<file path="config.mk">
export PLATFORM = sky130hd
export DESIGN_NAME = cpe_irq_ctrl
export DESIGN_NICKNAME = d
export VERILOG_FILES = /design/src/rtl/cpe_irq_pkg.sv /design/src/rtl/cpe_reg_decode.sv /design/src/rtl/cpe_srst_seq.sv /design/src/rtl/cpe_ivl_timer.sv /design/src/rtl/cpe_irq_ctrl.sv
export SDC_FILE = /design/constraint.sdc
export NUM_CORES = 1
export LEC_CHECK = 0
export ABC_AREA = 0
export ABC_CLOCK_PERIOD_IN_PS = 3520
export BUFFER_PORTS_ARGS = -buffer_cell sky130_fd_sc_hd__buf_2
export CAP_MARGIN = 20
export CORE_MARGIN = 2
export CORE_UTILIZATION = 32
export DETAILED_ROUTE_END_ITERATION = 6
export GPL_ROUTABILITY_DRIVEN = 0
export SETUP_SLACK_MARGIN = 0.2
export SKIP_CTS_REPAIR_TIMING = 1
export SLEW_MARGIN = 10
export SYNTH_ARGS = -nofsm -noshare
export SYNTH_HDL_FRONTEND = slang
export SYNTH_SLANG_ARGS = --single-unit
</file>
<file path="constraint.sdc">
create_clock -name clk -period 3.52 [get_ports clk]
set_input_delay 0.352 -clock clk [delete_from_list [all_inputs] [get_ports clk]]
set_output_delay 0.352 -clock clk [all_outputs]
set_load 0.005 [all_outputs]
</file>
<file path="src/rtl/cpe_irq_pkg.sv">
package cpe_irq_pkg;

    // Word addresses of the register file
    localparam int unsigned REG_CTRL     = 0;
    localparam int unsigned REG_STAT     = 1;
    localparam int unsigned REG_OUT_EN   = 2;
    localparam int unsigned REG_OUT_MASK = 3;
    localparam int unsigned REG_CAP_EN   = 4;
    localparam int unsigned REG_IVL_BASE = 16;

    // Control word fields
    localparam int unsigned CTRL_GEN_BIT   = 0;
    localparam int unsigned CTRL_SRST_BIT  = 4;
    localparam int unsigned CTRL_PMASK_LSB = 8;

    typedef enum logic [2:0] {
        SEL_NONE,
        SEL_CTRL,
        SEL_STAT,
        SEL_OUT_EN,
        SEL_OUT_MASK,
        SEL_CAP_EN,
        SEL_IVL
    } reg_sel_e;

endpackage

</file>
<file path="src/rtl/cpe_reg_decode.sv">
module cpe_reg_decode
    import cpe_irq_pkg::*;
#(
    parameter int unsigned ADDR_W    = 5,
    parameter int unsigned NUM_PORTS = 8,
    localparam int unsigned PIDX_W   = (NUM_PORTS > 1) ? $clog2(NUM_PORTS) : 1
) (
    input  logic [ADDR_W-1:0] addr,
    output reg_sel_e          sel,
    output logic [PIDX_W-1:0] ivl_idx
);

    int unsigned a_int;

    always_comb begin
        a_int   = {{(32-ADDR_W){1'b0}}, addr};
        ivl_idx = addr[PIDX_W-1:0];
        sel     = SEL_NONE;
        if (a_int == REG_CTRL)          sel = SEL_CTRL;
        else if (a_int == REG_STAT)     sel = SEL_STAT;
        else if (a_int == REG_OUT_EN)   sel = SEL_OUT_EN;
        else if (a_int == REG_OUT_MASK) sel = SEL_OUT_MASK;
        else if (a_int == REG_CAP_EN)   sel = SEL_CAP_EN;
        else if (a_int >= REG_IVL_BASE && a_int < REG_IVL_BASE + NUM_PORTS)
            sel = SEL_IVL;
    end

endmodule

</file>
<file path="src/rtl/cpe_srst_seq.sv">
module cpe_srst_seq #(
    parameter int unsigned CYCLES = 4,
    localparam int unsigned CNT_W = (CYCLES > 1) ? $clog2(CYCLES) : 1
) (
    input  logic clk,
    input  logic rst_n,
    input  logic start,
    output logic busy
);

    typedef struct packed {
        logic             busy;
        logic [CNT_W-1:0] cnt;
    } seq_t;

    seq_t seq_d, seq_q;

    always_comb begin
        seq_d = seq_q;
        if (seq_q.busy) begin
            if (seq_q.cnt == '0) seq_d.busy = 1'b0;
            else                 seq_d.cnt  = seq_q.cnt - 1'b1;
        end else if (start) begin
            seq_d.busy = 1'b1;
            seq_d.cnt  = CNT_W'(CYCLES - 1);
        end
    end

    always_ff @(posedge clk or negedge rst_n) begin
        if (!rst_n) seq_q <= '0;
        else        seq_q <= seq_d;
    end

    assign busy = seq_q.busy;

endmodule

</file>
<file path="src/rtl/cpe_ivl_timer.sv">
module cpe_ivl_timer #(
    parameter int unsigned IVL_W = 16
) (
    input  logic             clk,
    input  logic             rst_n,
    input  logic             clr,
    input  logic             armed,
    input  logic [IVL_W-1:0] ivl,
    output logic             expired
);

    logic [IVL_W-1:0] cnt_d, cnt_q;

    always_comb begin
        if (clr || !armed)  cnt_d = '0;
        else if (cnt_q < ivl) cnt_d = cnt_q + 1'b1;
        else                cnt_d = cnt_q;
    end

    always_ff @(posedge clk or negedge rst_n) begin
        if (!rst_n) cnt_q <= '0;
        else        cnt_q <= cnt_d;
    end

    assign expired = armed && (cnt_q >= ivl);

endmodule

</file>
<file path="src/rtl/cpe_irq_ctrl.sv">
module cpe_irq_ctrl
    import cpe_irq_pkg::*;
#(
    parameter int unsigned NUM_PORTS   = 8,
    parameter int unsigned ADDR_W      = 5,
    parameter int unsigned DATA_W      = 32,
    parameter int unsigned IVL_W       = 16,
    parameter int unsigned SRST_CYCLES = 4
) (
    input  logic                 clk,
    input  logic                 rst_n,
    input  logic                 reg_wr,
    input  logic [ADDR_W-1:0]    reg_addr,
    input  logic [DATA_W-1:0]    reg_wdata,
    output logic [DATA_W-1:0]    reg_rdata,
    input  logic [NUM_PORTS-1:0] port_done,
    input  logic                 cmd_err,
    input  logic                 len_err,
    output logic [NUM_PORTS-1:0] port_yield,
    output logic [NUM_PORTS-1:0] port_irq,
    output logic                 err_irq
);

    localparam int unsigned STAT_W      = 2 * NUM_PORTS + 2;
    localparam int unsigned CMD_ERR_BIT = 2 * NUM_PORTS;
    localparam int unsigned LEN_ERR_BIT = 2 * NUM_PORTS + 1;
    localparam int unsigned PIDX_W      = (NUM_PORTS > 1) ? $clog2(NUM_PORTS) : 1;

    typedef struct packed {
        logic                            gen;
        logic [NUM_PORTS-1:0]            pmask;
        logic [STAT_W-1:0]               status;
        logic [STAT_W-1:0]               out_en;
        logic [STAT_W-1:0]               out_mask;
        logic [STAT_W-1:0]               cap_en;
        logic [NUM_PORTS-1:0][IVL_W-1:0] ivl;
    } state_t;

    state_t st_d, st_q;

    reg_sel_e          sel;
    logic [PIDX_W-1:0] ivl_idx;
    logic              srst_busy;
    logic              srst_start;
    logic [STAT_W-1:0] set_vec;
    logic [STAT_W-1:0] w1c_vec;
    logic [STAT_W-1:0] stat_vec;
    logic [STAT_W-1:0] en_vec;
    logic [NUM_PORTS-1:0] tmr_exp;
    logic              unused_wbits;

    assign unused_wbits = ^reg_wdata;

    cpe_reg_decode #(
        .ADDR_W    (ADDR_W),
        .NUM_PORTS (NUM_PORTS)
    ) u_dec (
        .addr    (reg_addr),
        .sel     (sel),
        .ivl_idx (ivl_idx)
    );

    assign srst_start = reg_wr && (sel == SEL_CTRL) && reg_wdata[CTRL_SRST_BIT] && !srst_busy;

    cpe_srst_seq #(
        .CYCLES (SRST_CYCLES)
    ) u_srst (
        .clk   (clk),
        .rst_n (rst_n),
        .start (srst_start),
        .busy  (srst_busy)
    );

    // Event capture and acknowledge vectors
    always_comb begin
        set_vec = '0;
        for (int p = 0; p < NUM_PORTS; p++) begin
            set_vec[2*p]   = port_done[p] && st_q.gen && st_q.pmask[p] && st_q.cap_en[2*p];
            set_vec[2*p+1] = port_done[p] && st_q.gen && st_q.pmask[p] && st_q.cap_en[2*p+1];
        end
        set_vec[CMD_ERR_BIT] = cmd_err && st_q.cap_en[CMD_ERR_BIT];
        set_vec[LEN_ERR_BIT] = len_err && st_q.cap_en[LEN_ERR_BIT];
        if (srst_busy || srst_start) set_vec = '0;
        w1c_vec = (reg_wr && sel == SEL_STAT && !srst_busy) ? reg_wdata[STAT_W-1:0] : '0;
    end

    // Next-state computation
    always_comb begin
        st_d        = st_q;
        st_d.status = (st_q.status & ~w1c_vec) | set_vec;
        if (reg_wr) begin
            case (sel)
                SEL_CTRL: begin
                    st_d.gen   = reg_wdata[CTRL_GEN_BIT];
                    st_d.pmask = reg_wdata[CTRL_PMASK_LSB +: NUM_PORTS];
                end
                SEL_OUT_EN:   st_d.out_en   = reg_wdata[STAT_W-1:0];
                SEL_OUT_MASK: st_d.out_mask = reg_wdata[STAT_W-1:0];
                SEL_CAP_EN:   st_d.cap_en   = reg_wdata[STAT_W-1:0];
                SEL_IVL:      st_d.ivl[ivl_idx] = reg_wdata[IVL_W-1:0];
                default: ;
            endcase
        end
        if (srst_start || srst_busy) begin
            st_d.gen      = 1'b0;
            st_d.pmask    = '0;
            st_d.status   = '0;
            st_d.out_en   = '0;
            st_d.out_mask = '0;
            st_d.cap_en   = '1;
            st_d.ivl      = st_q.ivl;
        end
    end

    always_ff @(posedge clk or negedge rst_n) begin
        if (!rst_n) begin
            st_q.gen      <= 1'b0;
            st_q.pmask    <= '0;
            st_q.status   <= '0;
            st_q.out_en   <= '0;
            st_q.out_mask <= '0;
            st_q.cap_en   <= '1;
            st_q.ivl      <= '0;
        end else begin
            st_q <= st_d;
        end
    end

    assign stat_vec = st_q.status;
    assign en_vec   = st_q.out_en;

    // Per-port interval timers and output gating
    generate
        for (genvar p = 0; p < NUM_PORTS; p++) begin : g_port
            cpe_ivl_timer #(
                .IVL_W (IVL_W)
            ) u_tmr (
                .clk     (clk),
                .rst_n   (rst_n),
                .clr     (srst_busy),
                .armed   (st_q.status[2*p+1]),
                .ivl     (st_q.ivl[p]),
                .expired (tmr_exp[p])
            );

            assign port_yield[p] = st_q.status[2*p] && st_q.out_en[2*p] && !st_q.out_mask[2*p];
            assign port_irq[p]   = st_q.status[2*p+1] && st_q.out_en[2*p+1] && st_q.out_en[2*p]
                                   && !st_q.out_mask[2*p+1] && tmr_exp[p];
        end
    endgenerate

    assign err_irq = |(st_q.status[LEN_ERR_BIT:CMD_ERR_BIT] & st_q.out_en[LEN_ERR_BIT:CMD_ERR_BIT]
                       & ~st_q.out_mask[LEN_ERR_BIT:CMD_ERR_BIT]);

    // Read multiplexer
    always_comb begin
        reg_rdata = '0;
        case (sel)
            SEL_CTRL: begin
                reg_rdata[CTRL_GEN_BIT]                   = st_q.gen;
                reg_rdata[CTRL_SRST_BIT]                  = srst_busy;
                reg_rdata[CTRL_PMASK_LSB +: NUM_PORTS]    = st_q.pmask;
            end
            SEL_STAT:     reg_rdata[STAT_W-1:0] = st_q.status;
            SEL_OUT_EN:   reg_rdata[STAT_W-1:0] = st_q.out_en;
            SEL_OUT_MASK: reg_rdata[STAT_W-1:0] = st_q.out_mask;
            SEL_CAP_EN:   reg_rdata[STAT_W-1:0] = st_q.cap_en;
            SEL_IVL:      reg_rdata[IVL_W-1:0]  = st_q.ivl[ivl_idx];
            default: ;
        endcase
    end

endmodule

</file>
* After elaboration in Yosys (flattened, before gate mapping)
Cells that the tools add are included.
** Word-level totals
- Output and inout port bits :: 49
- Bits in registers :: 340
- Input bits :: 50
- Logic and storage cells :: 272
** Operators by class
- $add $sub $neg :: 9
- Multiplexer cells :: 47
- Bitwise operators :: 7
- Reduce and logical (&&, ||, !) cells :: 154
- Equal/unequal tests :: 11
- Order comparisons :: 20
** Operators by type and width (number)
- $mux W16 :: 18
- $mux W209 :: 1
- $mux W182 :: 1
- $add A16 B1 Y16 const B :: 8
- $bwmux W128 :: 1
- $ge A16 B16 Y1 :: 8
- $lt A16 B16 Y1 :: 8
- $mux W128 :: 1
- $logic_and A1 B1 Y1 :: 97
- $mux W18 :: 5
- $bmux W16 S3 :: 1
- $demux W16 S3 :: 1
- $pmux W8 S6 :: 1
- $pmux W3 S5 :: 2
- $reduce_bool A2 Y1 :: 14
- $logic_not A1 Y1 :: 25
- $mux W3 :: 8
- $and A18 B18 Y18 :: 1
- $mux W9 :: 2
- $not A18 Y18 :: 1
- $or A18 B18 Y18 :: 1
- $pmux W1 S6 :: 2
- $eq A5 B2 Y1 const B :: 2
- $reduce_and A2 Y1 :: 5
- 22 further kinds :: 34

* Longest topological paths before layout
- Depth in word-level cells :: 16
- Gate-level depth with buffers :: 11
- Depth with buffers taken out :: 8

* By module
From an unflattened synthesis, not the netlist that was laid out.
** Second synthesis, totals
- Cells, all modules :: 2199
- Area total of the unflattened synthesis :: 21815.9 µm²
** By module, submodules not included
- cpe_ivl_timer :: sequential area each 400.4 µm², area each 1411.4 µm², cells an instance 160, times used 8
- cpe_irq_ctrl :: sequential area each 5252.5 µm², area each 10294.9 µm², cells an instance 896, times used 1
- cpe_srst_seq :: sequential area each 75.1 µm², area each 151.4 µm², cells an instance 12, times used 1
- cpe_reg_decode :: sequential area each 0.0 µm², area each 78.8 µm², cells an instance 11, times used 1

* Worst setup path after synthesis
OpenSTA, ideal clock, no wires.
- Kind :: reg-to-output
- From :: reg g_port[1].u_tmr.cnt_q[13]
- To :: out port_irq[1]
- Data required time :: 3168 ps
- Path slack :: 797 ps
- Data arrival time :: 2371 ps
- Path buffers :: 3
- Stages on the path, launching flop included :: 11
- Cell sequence :: dfrtp_1 ha_1 a21o_1 a21o_1 a221o_1 or3_1 clkbuf_1 buf_2 buf_2 a21oi_1 nor2_1
** Between the ends
- Word-level cells in the longest chain between the ends :: 3
** Ends and longest elaborated chain
- from (decl) :: line cpe_ivl_timer.sv:12 : logic [IVL_W-1:0] cnt_d, cnt_q;
- from (signal assigned) :: line cpe_ivl_timer.sv:22 : else cnt_q <= cnt_d;
- $ge A16 B16 Y1 :: line cpe_ivl_timer.sv:25 : assign expired = armed && (cnt_q >= ivl);
- $logic_and A1 B1 Y1 :: line cpe_ivl_timer.sv:25
- $logic_and A1 B1 Y1 :: line cpe_irq_ctrl.sv:148 : && !st_q.out_mask[2*p+1] && tmr_exp[p];
- to (decl) :: line cpe_irq_ctrl.sv:20 : output logic [NUM_PORTS-1:0] port_irq,
No other way between the ends.

==> flow_summary.toml <==
[status]
status = "finished, violations left"
violations = "design-rule violations"

[global_route]
grt_start_max_net_pins = 104
track_usage_pct = 18.9
grt_overflow = 0
grt_pass1_wl_mm = 94.3
antenna_found_initial = 1
first_global_vias = 15916

[routing]
wl_met2_mm = 28.3
routed_wl_mm = 60.5
drt-initial-drc-count = 1598
via_per_inst = 5.58
via_count = 16431
wl_met1_mm = 25.7
firstDrtPassIters = 7
wl_per_cell_um = 20.6
highest_layer = "met4"
drtAntennaViolNets = 0
wl_met3_mm = 4.33
remaining_drc_errors = 4

[synth]
synth.ff_latch_count = 340
synth_edf_count = 0
synthSimpleGateAreaFrac_pct = 18.9
yosysWarnings = 0
synth_ff_type = "dfrtp_1"
synthAdderAreaFrac_pct = 8.74
muxShareOfSynthArea_pct = 7.76
synth_top_family_by_area = "simple AND/OR/NAND/NOR gates"
synth_cells = 2091
synth_compound_area_share_pct = 13.1
syn_avg_cell_area_um2 = 9.38
yosysSeqAreaShare_pct = 43.5
synthArstFlopShare_pct = 100
yosysUniqueCellTypes = 59
synth_area_mm2 = 0.0196
synth_xor_area_share_pct = 2.41

[critical_path]
crit_type = "reg2out"
cp-end-kind = "output port"
cp_max_fo = 13
r2r_cells = 8
start_kind = "flop"
crit_arrival_ns = 2.93
rrSetupSlack_ns = 0.58
worstPathRequired_ns = 3.17

[timing]
fmax_mhz = 305
fin_skew_ns = 0.0233
worst_pin_slew_ns = 1.01
finalCriticalPeriod_ns = 3.28
final-max-slew-violation-count = 0
setup_viol = 0
hold_violations = 0
max_slew_margin_pct = 32.5
finalCritPeriodShare_pct = 93.3
hold_slack_ns = 0.0485
fin_ws_ns = 0.237
rsz0062_at_grt = "yes"

[floorplanning]
num_io_pins = 99
core_mm2 = 0.0605
die-area_mm2 = 0.0633
die_y_um = 252
start_util_pct = 32.5
rows = 90
die_w_um = 252

[clock_tree]
numCtsBuffers = 40
insertion_delay_ns = 0.58
cts_sinks = 340
clk_pin_slew_ns = 0.06
h-tree-depth = 2
cts.path.max_buffers = 3
cts_tree = "yes"
root_buffer = "clkbuf_16"

[cells_and_area]
syn2layout_area_growth_pct = 13.7
multi_input_area_mm2 = 0.0102
regArea_mm2 = 0.00853
n_fill_cell = 5948
finalNetCount = 2314
finalInstanceArea_mm2 = 0.0223
drive_gt1_share_pct = 16.4

[placement]
place_ws_ns = 0.410
dp_hpwl_mm = 43.0
placed_area_mm2 = 0.0208
port_buffers = 70

[worst_hold_path]
worstHoldPathCells = 3
min_path_type = "in2reg"

[pwr]
ir_worst_vdd_mv = 0.348
p_per_area_mw_per_mm2 = 506
power_leakage_nw = 9.87

[flow_run]
max_cap_viol_count = 0
-- worst max-delay path: stages (launching register included) --
cell and delay, ns:
dfrtp_1 0.45, inv_1 0.07, ha_1 0.30, a21o_1 0.19, a21o_1 0.18, a221o_1 0.35
or3_4 0.43, a21oi_1 0.15, nor2_1 0.07, buf_2 0.15
-- per-stage QoR --
stage	instances	TNS [ns]	util [%]	total power, mW
detailed placement	2862	0	34.3	6.88
floorplan	2104	0	-	6.11
global placement	2862	0	34.3	6.79
finish	2943	0	36.9	11.3
global route	2941	0	36.9	11.8
CTS	2936	-0.424	36.6	11.3
-- path summary, 6_finish.rpt --
path,from,to
max in group asynchronous,rst_n,st_q[141]
worst min-delay path,reg_wdata[16],st_q[144]
min in group asynchronous,rst_n,stat_vec[16]
worst max-delay path,flop,port_irq[7]
worst min register to register,st_q[131],st_q[131]
worst max register to register,flop,g_port[2].u_tmr.cnt_q[15]
-- cell usage after synthesis, drive strengths merged (12+ instances only) --
| cell | number | share of area [%] |
|---|---|---|
| and3 | 25 | 0.80 |
| nand3 | 90 | 2.3 |
| a22oi | 89 | 3.4 |
| inv | 153 | 2.9 |
| xor2 | 25 | 1.1 |
| or4 | 15 | 0.59 |
| nand2b | 13 | 0.41 |
| or3 | 43 | 1.4 |
| nor4 | 21 | 0.67 |
| nor2 | 114 | 2.2 |
| a21oi | 175 | 4.5 |
| o31ai | 13 | 0.50 |
| buf | 27 | 0.82 |
| a21o | 12 | 0.46 |
| dfstp | 18 | 2.4 |
| nand4b | 12 | 0.54 |
| mux2 | 129 | 7.4 |
| ha | 137 | 8.7 |
| nand2 | 249 | 4.8 |
| o21ai | 62 | 1.6 |
| nand4 | 78 | 2.5 |
| dfrtp | 322 | 41 |
| clkbuf | 96 | 1.8 |
| xnor2 | 29 | 1.3 |
| and2 | 13 | 0.41 |
| and3b | 12 | 0.54 |
-- placed cells by master (no fill, tap or decap), drive strengths merged, types with 10 or more instances in the layout --
master,synthesis,final
dfrtp,322,322
nand2,249,249
a21oi,175,175
inv,153,155
ha,137,137
mux2,129,129
nor2,114,114
buf,27,102
nand3,90,90
a22oi,89,89
nand4,78,78
o21ai,62,62
clkbuf,96,51
or3,43,44
xnor2,29,29
and3,25,25
xor2,25,25
nor4,21,21
dfstp,18,18
or4,15,15
conb,1,14
clkinv,0,14
o31ai,13,13
and2,13,13
nand2b,13,13
and3b,12,12
nand4b,12,12
a21o,12,12
nor3,11,11
nor3b,11,11
a222oi,10,10
nor2b,10,10
and4,10,10
-- layout make-up --
| class | count | share of cell area (%) |
|---|---|---|
| Sequential cell | 340 | 38.3 |
| Tap cell | 782 | 4.39 |
| Clock buffer | 51 | 5.04 |
| Antenna cell | 2 | 0.0224 |
| Timing Repair Buffer | 103 | 2.92 |
| Clock inverter | 23 | 1.15 |
| Inverter | 153 | 2.57 |
| Multi-Input combinational cell | 1489 | 45.6 |
-- cell families after synthesis --
family,count (synthesis)
AND/OR/NAND/NOR,735
AO/OA/AOI/OAI,412
flip-flops,340
buffers and inverters,276
adder cells (fa/ha/maj),137
multiplexers,136
XOR/XNOR,54
other,1
-- per-layer routing --
layer	track usage, %	vias to the layer above
li1	-	7530
met1	25.5	8135
met2	30.7	631
met3	2.96	135
met4	7.09	0
met5	0	-
-- report_power, final --
| part | internal (mW) | total (mW) | switching [mW] |
|---|---|---|---|
| clock network | 2.63 | 4.39 | 1.75 |
| logic | 0.748 | 1.81 | 1.06 |
| registers | 4.50 | 5.10 | 0.595 |
| total | 7.88 | 11.3 | 3.41 |
No activity file was read; power rests on OpenSTA's default activity.
